--- src/rtl/rg_pkg.sv ---
package rg_pkg;

    // Geometry codes captured at start.
    typedef enum logic [1:0] {
        GEO_SQ1K   = 2'd0,
        GEO_TALL4K = 2'd1,
        GEO_SQ2K   = 2'd2,
        GEO_SPARE  = 2'd3
    } geo_e;

    // Scan controller states.
    typedef enum logic [1:0] {
        ST_IDLE = 2'd0,
        ST_SCAN = 2'd1,
        ST_DONE = 2'd2
    } scan_state_e;

endpackage

--- src/rtl/rg_ctrl.sv ---
module rg_ctrl
    import rg_pkg::*;
(
    input  logic clk,
    input  logic rst_n,
    input  logic start,
    input  logic nib_vld,
    input  logic row_end,
    input  logic last_row,
    output logic clear,
    output logic accept,
    output logic finish,
    output logic done
);

    scan_state_e state_q;
    scan_state_e state_d;

    // State register.
    always_ff @(posedge clk or negedge rst_n) begin
        if (!rst_n) begin
            state_q <= ST_IDLE;
        end else begin
            state_q <= state_d;
        end
    end

    // Transitions: start, final row end, retire.
    always_comb begin
        state_d = state_q;
        if (start) begin
            state_d = ST_SCAN;
        end else begin
            unique case (state_q)
                ST_IDLE: state_d = ST_IDLE;
                ST_SCAN: begin
                    if (nib_vld && row_end && last_row) begin
                        state_d = ST_DONE;
                    end
                end
                ST_DONE: state_d = ST_IDLE;
                default: state_d = ST_IDLE;
            endcase
        end
    end

    // Outputs decoded from the current state.
    always_comb begin
        clear  = start;
        accept = (state_q == ST_SCAN) && nib_vld && !start;
        finish = accept && row_end && last_row;
        done   = (state_q == ST_DONE);
    end

endmodule

--- src/rtl/rg_nibble_tally.sv ---
module rg_nibble_tally #(
    parameter int TOL_W = 5
) (
    input  logic             clk,
    input  logic             rst_n,
    input  logic             clear,
    input  logic             accept,
    input  logic             row_end,
    input  logic [3:0]       mask,
    input  logic [TOL_W-1:0] tol,
    output logic             row_clean,
    output logic             row_bad
);

    logic [TOL_W-1:0] cnt_q;
    logic [TOL_W-1:0] cnt_eff;
    logic [TOL_W-1:0] sat_lvl;
    logic             nib_bad;

    always_comb begin
        nib_bad   = |mask;
        sat_lvl   = tol + TOL_W'(1);
        // Hold at tolerance plus one so long faulty rows cannot wrap.
        cnt_eff   = (cnt_q >= sat_lvl) ? sat_lvl : cnt_q + TOL_W'(nib_bad);
        row_clean = (cnt_eff == '0);
        row_bad   = (cnt_eff > tol);
    end

    always_ff @(posedge clk or negedge rst_n) begin
        if (!rst_n) begin
            cnt_q <= '0;
        end else if (clear) begin
            cnt_q <= '0;
        end else if (accept) begin
            cnt_q <= row_end ? '0 : cnt_eff;
        end
    end

endmodule

--- src/rtl/rg_row_stats.sv ---
module rg_row_stats #(
    parameter int ROW_W = 13,
    parameter int CNT_W = 13,
    parameter int LIMIT = 200
) (
    input  logic             clk,
    input  logic             rst_n,
    input  logic             clear,
    input  logic             accept,
    input  logic             row_end,
    input  logic             row_clean,
    input  logic             row_bad,
    input  logic [ROW_W-1:0] rows_sel,
    output logic             last_row,
    output logic [CNT_W-1:0] clean_cnt,
    output logic [CNT_W-1:0] bad_cnt,
    output logic             err
);

    logic [ROW_W-1:0] row_idx;
    logic [CNT_W-1:0] bad_next;
    logic             row_done;

    always_comb begin
        row_done = accept && row_end;
        last_row = (row_idx == rows_sel - ROW_W'(1));
        bad_next = bad_cnt + CNT_W'(row_bad);
    end

    always_ff @(posedge clk or negedge rst_n) begin
        if (!rst_n) begin
            row_idx   <= '0;
            clean_cnt <= '0;
            bad_cnt   <= '0;
            err       <= 1'b0;
        end else if (clear) begin
            row_idx   <= '0;
            clean_cnt <= '0;
            bad_cnt   <= '0;
            err       <= 1'b0;
        end else if (row_done) begin
            row_idx   <= row_idx + ROW_W'(1);
            clean_cnt <= clean_cnt + CNT_W'(row_clean);
            bad_cnt   <= bad_next;
            if (last_row) begin
                err <= (bad_next > CNT_W'(LIMIT));
            end
        end
    end

endmodule

--- src/rtl/rowscan_grader.sv ---
module rowscan_grader
    import rg_pkg::*;
#(
    parameter int G0_ROWS   = 1024,
    parameter int G0_TOL    = 4,
    parameter int G1_ROWS   = 4096,
    parameter int G1_TOL    = 16,
    parameter int G2_ROWS   = 2048,
    parameter int G2_TOL    = 4,
    parameter int BAD_LIMIT = 200,
    localparam int MAX_ROWS01 = (G0_ROWS > G1_ROWS) ? G0_ROWS : G1_ROWS,
    localparam int MAX_ROWS   = (MAX_ROWS01 > G2_ROWS) ? MAX_ROWS01 : G2_ROWS,
    localparam int MAX_TOL01  = (G0_TOL > G1_TOL) ? G0_TOL : G1_TOL,
    localparam int MAX_TOL    = (MAX_TOL01 > G2_TOL) ? MAX_TOL01 : G2_TOL,
    localparam int ROW_W      = $clog2(MAX_ROWS + 1),
    localparam int CNT_W      = ROW_W,
    localparam int TOL_W      = $clog2(MAX_TOL + 2)
) (
    input  logic             clk,
    input  logic             rst_n,
    input  logic             start,
    input  logic [1:0]       geo_sel,
    input  logic             nib_vld,
    input  logic [3:0]       nib_mask,
    input  logic             row_end,
    output logic [CNT_W-1:0] clean_rows,
    output logic [CNT_W-1:0] bad_rows,
    output logic             done,
    output logic             limit_err
);

    geo_e             geo_q;
    logic [ROW_W-1:0] rows_sel;
    logic [TOL_W-1:0] tol_sel;
    logic             clear;
    logic             accept;
    logic             finish;
    logic             last_row;
    logic             row_clean;
    logic             row_bad;

    // Geometry is captured only in the start cycle.
    always_ff @(posedge clk or negedge rst_n) begin
        if (!rst_n) begin
            geo_q <= GEO_SQ1K;
        end else if (start) begin
            geo_q <= geo_e'(geo_sel);
        end
    end

    always_comb begin
        unique case (geo_q)
            GEO_TALL4K: begin
                rows_sel = ROW_W'(G1_ROWS);
                tol_sel  = TOL_W'(G1_TOL);
            end
            GEO_SQ2K: begin
                rows_sel = ROW_W'(G2_ROWS);
                tol_sel  = TOL_W'(G2_TOL);
            end
            GEO_SQ1K, GEO_SPARE: begin
                rows_sel = ROW_W'(G0_ROWS);
                tol_sel  = TOL_W'(G0_TOL);
            end
            default: begin
                rows_sel = ROW_W'(G0_ROWS);
                tol_sel  = TOL_W'(G0_TOL);
            end
        endcase
    end

    rg_ctrl u_ctrl (
        .clk      (clk),
        .rst_n    (rst_n),
        .start    (start),
        .nib_vld  (nib_vld),
        .row_end  (row_end),
        .last_row (last_row),
        .clear    (clear),
        .accept   (accept),
        .finish   (finish),
        .done     (done)
    );

    rg_nibble_tally #(
        .TOL_W (TOL_W)
    ) u_tally (
        .clk       (clk),
        .rst_n     (rst_n),
        .clear     (clear),
        .accept    (accept),
        .row_end   (row_end),
        .mask      (nib_mask),
        .tol       (tol_sel),
        .row_clean (row_clean),
        .row_bad   (row_bad)
    );

    rg_row_stats #(
        .ROW_W (ROW_W),
        .CNT_W (CNT_W),
        .LIMIT (BAD_LIMIT)
    ) u_stats (
        .clk       (clk),
        .rst_n     (rst_n),
        .clear     (clear),
        .accept    (accept),
        .row_end   (row_end),
        .row_clean (row_clean),
        .row_bad   (row_bad),
        .rows_sel  (rows_sel),
        .last_row  (last_row),
        .clean_cnt (clean_rows),
        .bad_cnt   (bad_rows),
        .err       (limit_err)
    );

    logic finish_unused;
    assign finish_unused = finish;

endmodule

--- config.mk ---
export PLATFORM = sky130hd
export DESIGN_NAME = rowscan_grader
export DESIGN_NICKNAME = d
export VERILOG_FILES = /design/src/rtl/rg_pkg.sv /design/src/rtl/rg_ctrl.sv /design/src/rtl/rg_nibble_tally.sv /design/src/rtl/rg_row_stats.sv /design/src/rtl/rowscan_grader.sv
export SDC_FILE = /design/constraint.sdc
export NUM_CORES = 1
export LEC_CHECK = 0
export ABC_AREA = 1
export BUFFER_PORTS_ARGS = -buffer_cell sky130_fd_sc_hd__buf_2
export CAP_MARGIN = 25
export CORE_ASPECT_RATIO = 0.8
export CORE_MARGIN = 8
export CORE_UTILIZATION = 62
export DETAILED_ROUTE_END_ITERATION = 8
export HOLD_SLACK_MARGIN = 0.05
export PLACE_DENSITY = 0.85
export REMOVE_ABC_BUFFERS = 1
export SLEW_MARGIN = 30
export SYNTH_ARGS = -nofsm -noshare
export SYNTH_HDL_FRONTEND = slang
export SYNTH_SLANG_ARGS = --single-unit
--- constraint.sdc ---
create_clock -name clk -period 7.1 [get_ports clk]
set_input_delay 0 -clock clk [delete_from_list [all_inputs] [get_ports clk]]
set_output_delay 0 -clock clk [all_outputs]
set_load 0.1 [all_outputs]
== Yosys cells after proc, flatten, opt, wreduce, memory -nomap -nowiden ==
Index checks and enable logic that the tools add are counted.

* Mux-type cells: 18
* Equality and inequality tests: 7
* Reduce and logical (&&, ||, !) cells: 15
* Magnitude comparators: 3
* $add $sub $neg: 6

{| class="wikitable"
|+ Operators with widths
! cell !! number
|-
| $mux W13 || 6
|-
| $pmux W13 S3 || 1
|-
| $add A13 B1 Y13 || 2
|-
| $mux W5 || 4
|-
| $add A13 B1 Y13 const B || 1
|-
| $eq A13 B13 Y1 || 1
|-
| $gt A13 B8 Y1 const B || 1
|-
| $sub A13 B1 Y13 const B || 1
|-
| $pmux W5 S2 || 1
|-
| $eq A2 B2 Y1 const B || 3
|-
| $mux W2 || 3
|-
| $reduce_bool A2 Y1 || 3
|-
| $add A5 B1 Y5 || 1
|-
| $add A5 B1 Y5 const B || 1
|-
| $ge A5 B5 Y1 || 1
|-
| $gt A5 B5 Y1 || 1
|-
| $logic_and A1 B1 Y1 || 5
|-
| $logic_not A5 Y1 || 1
|-
| $eq A2 B1 Y1 const B || 2
|-
| $reduce_or A4 Y1 || 1
|-
| $mux W1 || 3
|-
| $ne A3 B2 Y1 const B || 1
|-
| $reduce_or A3 Y1 || 1
|-
| $logic_not A2 Y1 || 1
|-
| other kinds (3) || 3
|}

* Word-level logic and storage cells: 56
* Output and inout bits: 28
* Input bits: 11
* Register bits: 49

== Logic depth before layout (Yosys ltp) ==
Gate-level depths: netlist (run 1).

* Depth in word-level cells: 12
* Gate-level depth with buffers: 27
* Gate-level depth less buffers: 27

== Hierarchy ==
From an unflattened synthesis (run 1), not the netlist that was laid out.

* Cell total of the unflattened synthesis: 534
* Area, all modules: 3,653.5 µm²

{| class="wikitable"
|+ By module, submodules not included
! module !! area each (µm²) !! seq. area each (µm²) !! cells each !! instances
|-
| rg_row_stats || 2,711.4 || 1,001.0 || 403 || 1
|-
| rg_nibble_tally || 704.4 || 125.1 || 99 || 1
|-
| rowscan_grader || 128.9 || 50.0 || 16 || 1
|-
| rg_ctrl || 108.9 || 50.0 || 16 || 1
|}

== Least setup slack after synthesis (run 1) ==
No wires, ideal clock.

* Path kind: input to register
* From: input nib_mask[1]
* To: register u_stats.err
* Slack: 3,889 ps
* Stages on the path: 23
* Data arrival time: 3,090 ps
* Buffers on the path: 0
* Library setup time: 121 ps
* Required time: 6,979 ps
* Cell sequence: or4_1 ha_1 ha_1 nand3_1 xor2_1 inv_1 o21ai_2 inv_1 ha_1 inv_1 o21bai_1 nor2_1 a21oi_1 ha_1 ha_1 nand2_1 inv_1 nand4_1 xor2_1 nand2_1 nand3b_1 nand2_1 nand2_1

* Word-level cells in the longest chain between the ends: 9

{| class="wikitable"
|+ Ends and longest elaborated chain
! element !! RTL line !! RTL
|-
| start, declared || rowscan_grader.sv:24 || <nowiki>input logic [3:0] nib_mask,</nowiki>
|-
| $reduce_or A4 Y1 || rg_nibble_tally.sv:21 || <nowiki>nib_bad = |mask;</nowiki>
|-
| $add A5 B1 Y5 || rg_nibble_tally.sv:24 || <nowiki>cnt_eff = (cnt_q >= sat_lvl) ? sat_lvl : cnt_q + TOL_W'(nib_bad);</nowiki>
|-
| $mux W5 || rg_nibble_tally.sv:24 ||
|-
| $gt A5 B5 Y1 || rg_nibble_tally.sv:26 || <nowiki>row_bad = (cnt_eff > tol);</nowiki>
|-
| $add A13 B1 Y13 || rg_row_stats.sv:27 || <nowiki>bad_next = bad_cnt + CNT_W'(row_bad);</nowiki>
|-
| $gt A13 B8 Y1 || rg_row_stats.sv:46 || <nowiki>err <= (bad_next > CNT_W'(LIMIT));</nowiki>
|-
| $mux W1 || rg_row_stats.sv:45 || <nowiki>if (last_row) begin</nowiki>
|-
| $mux W1 || rg_row_stats.sv:41 || <nowiki>end else if (row_done) begin</nowiki>
|-
| $mux W1 || rg_row_stats.sv:36 || <nowiki>end else if (clear) begin</nowiki>
|-
| end signal, assigned || rg_row_stats.sv:46 ||
|-
| end, declared || rg_row_stats.sv:17 || <nowiki>output logic err</nowiki>
|}

Every way passes these cells. The select of a mux whose other input is x is not followed.
A chain may end at the register's enable or synchronous reset.

== Worst setup path in the final report (run 1) ==
* From: register geo_q[1]
* To: register u_stats.err

* Word-level cells in the longest chain between the ends: 12
* Elaborated cells on any way between the ends: 21
* Classes of those cells: add/sub (3); order compare (3); eq/ne (4); mux (6); reduce/logical (5)

{| class="wikitable"
|+ Ends and longest elaborated chain
! element !! RTL line !! RTL
|-
| start, declared || rowscan_grader.sv:32 || <nowiki>geo_e geo_q;</nowiki>
|-
| start signal, assigned || rowscan_grader.sv:47 || <nowiki>geo_q <= geo_e'(geo_sel);</nowiki>
|-
| $eq A2 B2 Y1 or $logic_not A2 Y1 (tied branches) || rowscan_grader.sv:52 || <nowiki>unique case (geo_q)</nowiki>
|-
| $reduce_or A3 Y1 (no source line) || n/a ||
|-
| $pmux W5 S2 || rowscan_grader.sv:52 ||
|-
| $add A5 B1 Y5 || rg_nibble_tally.sv:22 || <nowiki>sat_lvl = tol + TOL_W'(1);</nowiki>
|-
| $ge A5 B5 Y1 || rg_nibble_tally.sv:24 ||
|-
| $mux W5 || rg_nibble_tally.sv:24 ||
|-
| $gt A5 B5 Y1 || rg_nibble_tally.sv:26 ||
|-
| $add A13 B1 Y13 || rg_row_stats.sv:27 ||
|-
| $gt A13 B8 Y1 || rg_row_stats.sv:46 ||
|-
| $mux W1 || rg_row_stats.sv:45 ||
|-
| $mux W1 || rg_row_stats.sv:41 ||
|-
| $mux W1 || rg_row_stats.sv:36 ||
|}

Parallel ways exist; a longest one is shown, timed or not. The select of a mux whose other input is x is not followed.

==> results of run 1 <==
## Yosys cell counts (all sizes together)
cell type and instances:
o21bai 1, or4 1, o31ai 1, o21ai 27, nand3 20, a221oi 2
buf 3, dfrtp 49, a22o 2, inv 56, ha 12, o32ai 1
o22ai 7, nor2 38, a21boi 1, nor3b 1, nand3b 4, xnor2 2
nand4 10, nor3 11, or3 1, a31oi 2, a21oi 20, clkbuf 3
xor2 15, nand2 74
## path summary, 6_finish.rpt
kind	startpoint	end	slack, ps	cells past startpoint
setup reg to reg	geo_q[1]	u_stats.err	3400	25
min in group asynchronous	rst_n	u_stats.clean_cnt[9]	250	2
max in group asynchronous	rst_n	u_tally.cnt_q[4]	6440	2
setup / recovery	geo_q[1]	u_stats.err	3400	25
hold reg to reg	u_stats.clean_cnt[5]	u_stats.clean_cnt[5]	510	1
hold / removal	start	u_stats.clean_cnt[10]	80	2
## worst reg2reg max path, stage by stage (launching register included)
cell and delay (ps):
dfrtp_1 370, inv_1 90, ha_1 260, inv_1 140
ha_1 340, nand2_4 100, nand2_4 100, nand2_1 90
o21ai_2 80, inv_1 80, ha_1 320, nand2_1 70
nor2_1 140, nor2_1 60, a21oi_1 130, ha_1 230
ha_1 200, nand2_1 60, inv_1 70, nand3_1 100
xor2_1 230, nand2_1 80, nor2_1 80, nand3b_1 80
nand2_1 60, nand2_1 40
## state kept, by name (all words and copies together) (netlist names)
register           cells
u_stats.bad_cnt       13
u_stats.clean_cnt     13
u_stats.err            1
u_tally.cnt_q          5
u_ctrl.state_q         2
u_stats.row_idx       13
geo_q                  2
## cell usage in the layout, fill, tap and decap left out, types with 2 or more instances in the layout
master / n
a21oi_1: 20
a22o_1: 2
a31oi_1: 2
buf_2: 37
clkbuf_8: 6
dfrtp_1: 49
dlygate4sd3_1: 3
ha_1: 12
inv_1: 52
inv_2: 3
nand2_1: 71
nand2_4: 2
nand3_1: 18
nand3_4: 2
nand3b_1: 3
nand4_1: 10
nor2_1: 33
nor2_2: 3
nor2_4: 2
nor3_1: 8
nor3_2: 3
o21ai_0: 19
o21ai_1: 7
o22ai_1: 7
xnor2_1: 2
xor2_1: 15
## power groups by stage
| stage | combinational, mW | clock [mW] | sequential, mW |
|---|---|---|---|
| floorplan | 0.0291 | 0 | 0.295 |
| global placement | 0.0511 | 0 | 0.290 |
| detailed placement | 0.0532 | 0 | 0.290 |
| CTS | 0.0550 | 0.212 | 0.284 |
| global route | 0.0610 | 0.219 | 0.285 |
| finish | 0.0554 | 0.208 | 0.284 |
## cells by family after synthesis
| kind of cell | count (synthesis) |
|---|---|
| adders and majority gates | 12 |
| xor gates and xnor gates | 17 |
| DFF | 49 |
| buffers and inverters | 62 |
| and+or+nand+nor | 160 |
| AOI/OAI and AO/OA | 64 |
## what timing repair did
item	4_1_cts	5_1_grt
setup endpoints to repair	0	0
resized for setup	0	0
hold endpoints to repair	51	0
hold buffers	3	0
## area by class of cell
type	count	area [um^2]	area share [%]
well taps	60	75.07	2.270
clock buffers	7	86.33	2.611
flip-flops and latches	49	1226	37.08
clock inverters	1	30.03	0.9081
multi-input cells	253	1454	43.97
inverters	56	212.7	6.432
repair buffers	41	222.7	6.735
## per-layer routing
metal	track usage (%)	share of wire, %	vias up
met5	0	0	-
met4	8.347	1.8	0
met3	4.519	6.0	16
met2	32.52	48	90
met1	23.21	44	1232
li1	-	-	1281
==> impl_metrics.env, run 1 <==
export IMPL_finalHoldWorstSlack_ps=76.94
export IMPL_seq_area_frac_synth_pct=42.01
export IMPL_status="complete, no violations"
export IMPL_ctsLongestPathBuffers=2
export IMPL_fin_crit_sh_pct=52.13
export IMPL_final_setup_tns_ps=0
export IMPL_synth_top_family_by_area="simple AND/OR/NAND/NOR gates"
export IMPL_placed_area_um2=3161
export IMPL_power_static_leakage_nw=1.628
export IMPL_critPathCaptureType="register"
export IMPL_post_synth_top_area_share_pct=42.01
export IMPL_drt_pass1_iter_count=7
export IMPL_maxClockFrequency_ghz=0.2702
export IMPL_cp_common_cell="nand2_1"
export IMPL_max_slew_worst_pin_slew_ps=619.9
export IMPL_yosys_mux_area_fraction_pct=0
export IMPL_antenna_found_initial=0
export IMPL_power_density_nw_per_um2=165.7
export IMPL_min_period_ps=3702
export IMPL_worst_skew_pair_late_latency_ps=310
export IMPL_dp_hpwl_mm=4.982
export IMPL_num_vias=2619
export IMPL_num_antenna_cells=0
export IMPL_io_buffers=38
export IMPL_fin_skew_ps=6.497
export IMPL_timing_critical_path_required_ps=7310
export IMPL_final_setup_worst_slack_ps=3398
export IMPL_chipWidth_um=92.72
export IMPL_post_cts_setup_buffers=0
export IMPL_xor_xnor_portion_of_the_synthesized_cell_area_pct=5.101
export IMPL_drv_cap=0
export IMPL_syn_area_cell_um2=8.019
export IMPL_net_switching_power_uw=134.8
export IMPL_netlist_top_cell_by_area="dfrtp_1"
export IMPL_critical_path_arrival_ps=3910
export IMPL_seq_power_share_pct=51.9
export IMPL_route_antenna_remaining_nets=0
export IMPL_syn_area_um2=2919
export IMPL_detail_route_iter0_violations=146
export IMPL_timing_max_transition_violations_final=0
export IMPL_grt_start_max_net_pins=50
export IMPL_floorplan_core_area_um2=4569
export IMPL_netSwitchingFraction_pct=24.61
export IMPL_htree_levels=2
export IMPL_criticalPathCategory="reg -> reg"
export IMPL_cts_buffers=5
export IMPL_critPathBufInv=4
export IMPL_ys_top_cells_by_area="dfrtp_1, nand2_1, inv_1"
export IMPL_area_growth_pct=13.29
export IMPL_synth_compound_area_share_pct=12.60
export IMPL_setup_crit_start_kind="register"
export IMPL_clock_sink_count=49
export IMPL_preCtsSetupSlack_ps=3479
export IMPL_finished_layout_cells=467
export IMPL_global_placement_routability_congestion=0.9438
export IMPL_worst_ir_drop_vdd_v=0.0001155
export IMPL_cpLargestDelayFamily="adder cells"
export IMPL_design_power_total_uw=547.8
export IMPL_fin_util_pct=72.37
export IMPL_yosys_area_share_simple_pct=26.96
export IMPL_cts_tree="yes"
export IMPL_synthesized_area_fraction_occupied_by_adder_cells_pct=5.144
export IMPL_detail_route_wl_per_cell_um=14.61
export IMPL_share_of_layout_cells_above_drive_strength_1_pct=16.22
export IMPL_timing_final_hold_violations=0
export IMPL_drt_drc_violations_left=0
export IMPL_first_global_vias=2534
export IMPL_route_detailed_vias_per_inst=5.608
export IMPL_yosys_warnings=0
export IMPL_syn_inst=364
export IMPL_p_clk_share_pct=38.0
export IMPL_synth_seq_cells=49
export IMPL_rows=22
export IMPL_num_nets_final=429
export IMPL_top_level_port_count=39
export IMPL_timing_critical_path_slowest_stage_cell="dfrtp_1"
export IMPL_synth_lib_cells_used_distinct=38
export IMPL_finalSetupViolCount=0
export IMPL_slew_headroom_pct=58.67
export IMPL_critical_path_peak_fanout=6
export IMPL_die_area_um2=7173
export IMPL_start_util_pct=63.88
export IMPL_wire_length_of_the_first_global_routing_pass_mm=11.43
export IMPL_placed_cells_incl_taps=456
export IMPL_critical_path_max_stage_delay_ps=370
export IMPL_combPwrFrac_pct=10.1
export IMPL_fillers=365
export IMPL_grtUsageTotal_pct=19.34
export IMPL_design_area_um2=3307
export IMPL_clk_transition_reported_paths_ps=90
export IMPL_grt_ovfl_total=0
export IMPL_min_path_type="in -> reg"
export IMPL_floorplan_die_height_um=77.37
export IMPL_grt_setup_unrepaired="false"
export IMPL_wl_mm=6.822
export IMPL_intPower_uw=413.0
export IMPL_clock_root_buffer="clkbuf_8"
Note: power is estimated with default switching activity, not from simulation.
==> inputs of run 2 (changes only) <==
--- a/config.mk
+++ b/config.mk
@@ -10,10 +10,10 @@
 export CAP_MARGIN = 25
 export CORE_ASPECT_RATIO = 0.8
 export CORE_MARGIN = 8
-export CORE_UTILIZATION = 62
+export CORE_UTILIZATION = 52
 export DETAILED_ROUTE_END_ITERATION = 8
 export HOLD_SLACK_MARGIN = 0.05
-export PLACE_DENSITY = 0.85
+export PLACE_DENSITY = 0.76
 export REMOVE_ABC_BUFFERS = 1
 export SLEW_MARGIN = 30
 export SYNTH_ARGS = -nofsm -noshare
==> constraint.sdc (replaced) <==
create_clock -name clk -period 3.4 [get_ports clk]
set_input_delay 0 -clock clk [delete_from_list [all_inputs] [get_ports clk]]
set_output_delay 0 -clock clk [all_outputs]
set_load 0.1 [all_outputs]
==> run 2 against run 1 <==
  * Global-route usage down 2.2 points
  * Maximum frequency up 15%
  * Die area up 15%
  * Critical path type unchanged
==> impl_metrics.env, run 2 (synthesis results as in run 1) <==
export IMPL_fin_skew_ps=3.956
export IMPL_critical_path_arrival_ps=3440
export IMPL_ctsLongestPathBuffers=2
export IMPL_drt_drc_violations_left=0
export IMPL_setup_crit_start_kind="register"
export IMPL_timing_rr_start="geo_q[0]"
export IMPL_p_clk_share_pct=33.2
export IMPL_num_antenna_cells=0
export IMPL_finished_layout_cells=497
export IMPL_top_level_port_count=39
export IMPL_seq_power_share_pct=54.5
export IMPL_finalHoldWorstSlack_ps=72.51
export IMPL_combPwrFrac_pct=12.3
export IMPL_num_vias=2683
export IMPL_seqCellArea_um2=1226
export IMPL_first_global_vias=2673
export IMPL_num_nets_final=442
export IMPL_dp_hpwl_mm=4.993
export IMPL_io_buffers=38
export IMPL_placed_area_um2=3241
export IMPL_critPathLaunch="geo_q[0]"
export IMPL_start_util_pct=53.71
export IMPL_drv_cap=0
export IMPL_design_area_um2=3518
export IMPL_grt_start_max_net_pins=38
export IMPL_clk_transition_reported_paths_ps=90
export IMPL_worst_skew_pair_late_latency_ps=310
export IMPL_wire_length_of_the_first_global_routing_pass_mm=12.00
export IMPL_net_switching_power_uw=293.1
export IMPL_multi_input_comb_area_um2=1578
export IMPL_power_static_leakage_nw=1.661
export IMPL_worst_ir_drop_vdd_v=0.0002141
export IMPL_floorplan_core_area_um2=5435
export IMPL_power_density_nw_per_um2=309.9
export IMPL_min_path_type="in -> reg"
export IMPL_criticalPathCategory="reg -> reg"
export IMPL_clock_sink_count=49
export IMPL_floorplan_die_height_um=83.02
export IMPL_detail_route_iter0_violations=175
export IMPL_netSwitchingFraction_pct=26.88
export IMPL_timing_final_hold_violations=0
export IMPL_finalSetupViolCount=0
export IMPL_antenna_found_initial=0
export IMPL_global_placement_routability_congestion=0.8707
export IMPL_hp_start="start"
export IMPL_fin_crit_sh_pct=94.99
export IMPL_rows=24
export IMPL_route_antenna_remaining_nets=0
export IMPL_layout_top_registers="u_stats.bad_cnt: 13 flops, u_stats.clean_cnt: 13 flops, u_stats.row_idx: 13 flops"
export IMPL_route_detailed_vias_per_inst=5.398
export IMPL_critical_path_peak_fanout=5
export IMPL_clock_root_buffer="clkbuf_8"
export IMPL_fin_util_pct=64.73
export IMPL_share_of_layout_cells_above_drive_strength_1_pct=23.87
export IMPL_detail_route_wl_per_cell_um=14.45
export IMPL_timing_max_transition_violations_final=0
export IMPL_die_area_um2=8282
export IMPL_min_period_ps=3229
export IMPL_grt_ovfl_total=0
export IMPL_wl_mm=7.181
export IMPL_intPower_uw=797.2
export IMPL_timing_critical_path_required_ps=3610
export IMPL_fillers=459
export IMPL_max_slew_worst_pin_slew_ps=566.0
export IMPL_area_growth_pct=20.53
export IMPL_layout_cells_most_common="nand2_1"
export IMPL_preCtsSetupSlack_ps=-101.6
export IMPL_cts_tree="yes"
export IMPL_most_common_layout_cells="nand2_1, inv_1, dfrtp_1"
export IMPL_cts_buffers=5
export IMPL_final_setup_worst_slack_ps=170.5
export IMPL_status="complete, no violations"
export IMPL_slew_headroom_pct=62.22
export IMPL_grtUsageTotal_pct=17.13
export IMPL_htree_levels=2
export IMPL_critPathCaptureType="register"
export IMPL_chipWidth_um=99.77
export IMPL_drt_pass1_iter_count=4
export IMPL_maxClockFrequency_ghz=0.3096
export IMPL_placed_cells_incl_taps=482
==> run 2: changes by cell type in the layout (fill, tap and decap cells not counted), moves of 3 or more <==
cell     delta
inv_2       +3
ha_2        +4
nand3_1     -3
buf_4      +12
ha_4        +5
ha_1        -9
inv_1       -3
nand3_2     +3
==> run 2: power by group through the flow <==
stage	Sequential, mW	Clock [mW]	Combinational, mW
5_1_grt	0.596	0.387	0.150
6_report	0.595	0.362	0.134
4_1_cts	0.594	0.367	0.121
3_5_place_dp	0.605	0	0.117
2_1_floorplan	0.615	0	0.0607
3_3_place_gp	0.605	0	0.114
==> run 2: path summary, 6_finish.rpt <==
kind / slack [ps] / to / depth (start not counted)
worst max-delay path: 170 / u_stats.err / 24
worst min-delay path: 70 / geo_q[0] / 3
worst max register to register: 170 / u_stats.err / 24
worst min register to register: 540 / u_stats.clean_cnt[7] / 1
max in group asynchronous: 2550 / u_stats.clean_cnt[10] / 3
min in group asynchronous: 90 / u_stats.bad_cnt[11] / 2
==> run 2: worst max-delay path, cell delays in order (launching register included) <==
cell and delay, ps:
dfrtp_1 420, buf_4 150, ha_2 200, a21oi_2 150
nand2_2 80, nand2_4 80, nand2_4 70, o21ai_4 150
inv_2 70, ha_4 270, inv_1 30, o21bai_1 120
nor2_1 60, a21oi_1 120, ha_2 240, nand2_1 80
nor2_2 140, nand3_2 150, inv_1 80, nand2_1 50
nand2_1 100, nand2_1 60, nand3b_1 160, nand2_1 60
nand2_1 40
==> run 2: cell type report <==
class / instances / share of cell area (%)
Clock buffer: 7 / 2.454
Inverter: 56 / 6.046
Multi-Input combinational cell: 253 / 44.84
Sequential cell: 49 / 34.85
Tap cell: 78 / 2.774
Timing Repair Buffer: 54 / 9.033
==> run 2: metal layers <==
metal | vias up | track usage (%) | share of wire (%)
met5 | - | 0 | 0
met4 | 0 | 4.252 | 1.1
met3 | 10 | 3.833 | 5.8
met2 | 86 | 28.61 | 49
met1 | 1285 | 21.71 | 44
li1 | 1302 | - | -
==> run 2: timing repair <==
item / CTS / global route
setup endpoints to repair: 1 / 8
hold buffers: 3 / 0
setup buffers: 1 / 4
resized for setup: 2 / 25
pin swaps: 1 / 6
gates cloned: 0 / 0
endpoints found under the hold margin: 51 / 0
==> run 2: stage by stage <==
| stage | TNS [ps] | total power [mW] |
|---|---|---|
| floorplan | 0 | 0.6759 |
| global placement | 0 | 0.7188 |
| detailed placement | -101.6 | 0.7221 |
| CTS | 0 | 1.082 |
| global route | -56.64 | 1.133 |
| finish | 0 | 1.090 |
==> inputs of run 3 (changes only) <==
--- a/config.mk
+++ b/config.mk
@@ -10,10 +10,10 @@
 export CAP_MARGIN = 25
 export CORE_ASPECT_RATIO = 0.8
 export CORE_MARGIN = 8
-export CORE_UTILIZATION = 52
+export CORE_UTILIZATION = 58
 export DETAILED_ROUTE_END_ITERATION = 8
 export HOLD_SLACK_MARGIN = 0.05
-export PLACE_DENSITY = 0.76
+export PLACE_DENSITY = 0.8
 export REMOVE_ABC_BUFFERS = 1
 export SLEW_MARGIN = 30
 export SYNTH_ARGS = -nofsm -noshare
==> constraint.sdc (replaced) <==
create_clock -name clk -period 3.3 [get_ports clk]
set_input_delay 0 -clock clk [delete_from_list [all_inputs] [get_ports clk]]
set_output_delay 0 -clock clk [all_outputs]
set_load 0.1 [all_outputs]
==> run 3 against run 2 <==
  * Final area rose by 1.0%
  * Non-clock buffer count rose by 6
  * Clock-buffer cell count did not move
  * First-iteration DRC count rose by 19%
  * Largest power group unchanged
  * Global-route usage rose by 1.5 points
  * Power rose by 4.6%
  * Maximum frequency barely moved
==> impl_metrics.env, run 3 (synthesis results as in run 1) <==
export IMPL_area_growth_pct=21.73
export IMPL_timing_critical_path_required_ps=3510
export IMPL_antenna_found_initial=0
export IMPL_setup_crit_start_kind="register"
export IMPL_num_vias=2705
export IMPL_clock_root_buffer="clkbuf_8"
export IMPL_drt_drc_violations_left=0
export IMPL_multi_input_comb_area_um2=1573
export IMPL_grt_ovfl_total=0
export IMPL_wire_length_of_the_first_global_routing_pass_mm=11.42
export IMPL_power_static_leakage_nw=1.698
export IMPL_wl_mm=7.225
export IMPL_finalHoldWorstSlack_ps=70.67
export IMPL_rr_worst_depth=22
export IMPL_dp_hpwl_mm=4.999
export IMPL_ctsLongestPathBuffers=2
export IMPL_design_area_um2=3553
export IMPL_num_nets_final=448
export IMPL_grt_start_max_net_pins=26
export IMPL_global_placement_routability_congestion=0.8850
export IMPL_floorplan_core_area_um2=4921
export IMPL_num_antenna_cells=0
export IMPL_rows=23
export IMPL_min_path_type="in -> reg"
export IMPL_drt_pass1_iter_count=5
export IMPL_critical_path_peak_fanout=3
export IMPL_min_period_ps=3231
export IMPL_final_setup_worst_slack_ps=69.06
export IMPL_maxClockFrequency_ghz=0.3095
export IMPL_worst_ir_drop_vdd_v=0.0002650
export IMPL_seqCellArea_um2=1226
export IMPL_die_area_um2=7573
export IMPL_htree_levels=2
export IMPL_clk_transition_reported_paths_ps=90
export IMPL_detail_route_wl_per_cell_um=14.81
export IMPL_io_buffers=38
export IMPL_criticalPathCategory="reg -> reg"
export IMPL_preCtsSetupSlack_ps=-209.6
export IMPL_worst_r2r_setup_slack_ps=70
export IMPL_clock_sink_count=49
export IMPL_chipWidth_um=95.32
export IMPL_critPathCaptureType="register"
export IMPL_fin_skew_ps=10.03
export IMPL_design_power_total_mw=1.141
export IMPL_share_of_layout_cells_above_drive_strength_1_pct=25.35
export IMPL_placed_area_um2=3251
export IMPL_slew_headroom_pct=62.85
export IMPL_top_level_port_count=39
export IMPL_route_detailed_vias_per_inst=5.543
export IMPL_route_antenna_remaining_nets=0
export IMPL_detail_route_iter0_violations=208
export IMPL_layout_cells_most_common="nand2_1"
export IMPL_max_slew_worst_pin_slew_ps=557.2
export IMPL_critical_path_arrival_ps=3440
export IMPL_cts_tree="yes"
export IMPL_grt_setup_unrepaired="true"
export IMPL_fin_crit_sh_pct=97.91
export IMPL_layout_top_registers="u_stats.bad_cnt: 13 flops, u_stats.clean_cnt: 13 flops, u_stats.row_idx: 13 flops"
export IMPL_drv_cap=0
export IMPL_most_common_layout_cells="nand2_1, dfrtp_1, inv_1"
export IMPL_power_density_nw_per_um2=321.0
export IMPL_fillers=352
export IMPL_first_global_vias=2572
export IMPL_finalSetupViolCount=0
export IMPL_cts_buffers=5
export IMPL_start_util_pct=59.32
export IMPL_timing_max_transition_violations_final=0
export IMPL_worst_skew_pair_late_latency_ps=300
export IMPL_grtUsageTotal_pct=18.64
export IMPL_status="complete, no violations"
export IMPL_holdPathStages=3
export IMPL_timing_final_hold_violations=0
export IMPL_floorplan_die_height_um=79.46
run 3: layer usage:
| metal | global-route usage [%] | wire [um] | vias up |
|---|---|---|---|
| li1 | - | - | 1321 |
| met1 | 24.32 | 3196 | 1282 |
| met2 | 30.99 | 3471 | 90 |
| met3 | 3.477 | 463 | 12 |
| met4 | 4.666 | 93 | 0 |
| met5 | 0 | 0 | - |
run 3: path summary, 6_finish.rpt:
check / startpoint / end
max: u_tally.cnt_q[0] / u_stats.err
min: start / geo_q[0]
max reg2reg: u_tally.cnt_q[0] / u_stats.err
min reg2reg: u_stats.clean_cnt[7] / u_stats.clean_cnt[7]
max in group asynchronous: rst_n / u_stats.row_idx[9]
min in group asynchronous: rst_n / u_stats.bad_cnt[7]
run 3: worst max-delay path: stages (launching register included):
cell	delay (ps)
dfrtp_1	400
ha_1	220
ha_2	190
nand3_1	90
xor2_1	140
inv_1	60
o21ai_2	160
inv_2	70
ha_4	270
nand2_1	60
nor2_1	120
nor2_1	50
a21oi_1	120
ha_2	240
ha_4	140
nand2_1	70
inv_2	80
nand4_1	100
xor2_1	230
nand2_1	60
nand3b_1	160
nand2_1	60
nand2_1	40
run 3: area by class of cell:
type / instances / share of cell area (%)
clock inverter: 1 / 0.1408
inverter: 56 / 5.986
timing repair buffer: 60 / 10.21
sequential: 49 / 34.51
clock buffer: 7 / 2.711
tap: 62 / 2.183
multi-input combinational: 253 / 44.26
run 3: through the flow:
stage	cells	setup TNS, ps	utilization, %
finish	488	0	72.21
global placement	470	-99.24	66.06
detailed placement	470	-436.9	66.06
CTS	482	0	69.23
global route	488	-333.8	72.21
floorplan	358	0	-
run 3: timing repair:
action,in CTS,in global routing
hold buffers,3,0
resized for setup,4,22
pin swaps,1,6
hold endpoints to repair,26,0
buffers inserted,1,6
setup endpoints to repair,1,9
run 3: where the power goes:
group | leakage (nW) | switching [mW] | internal [mW]
Combinational | 0.969 | 0.0899 | 0.0483
Sequential | 0.674 | 0.00639 | 0.606
Clock | 0.0542 | 0.200 | 0.190
Total | 1.70 | 0.296 | 0.844
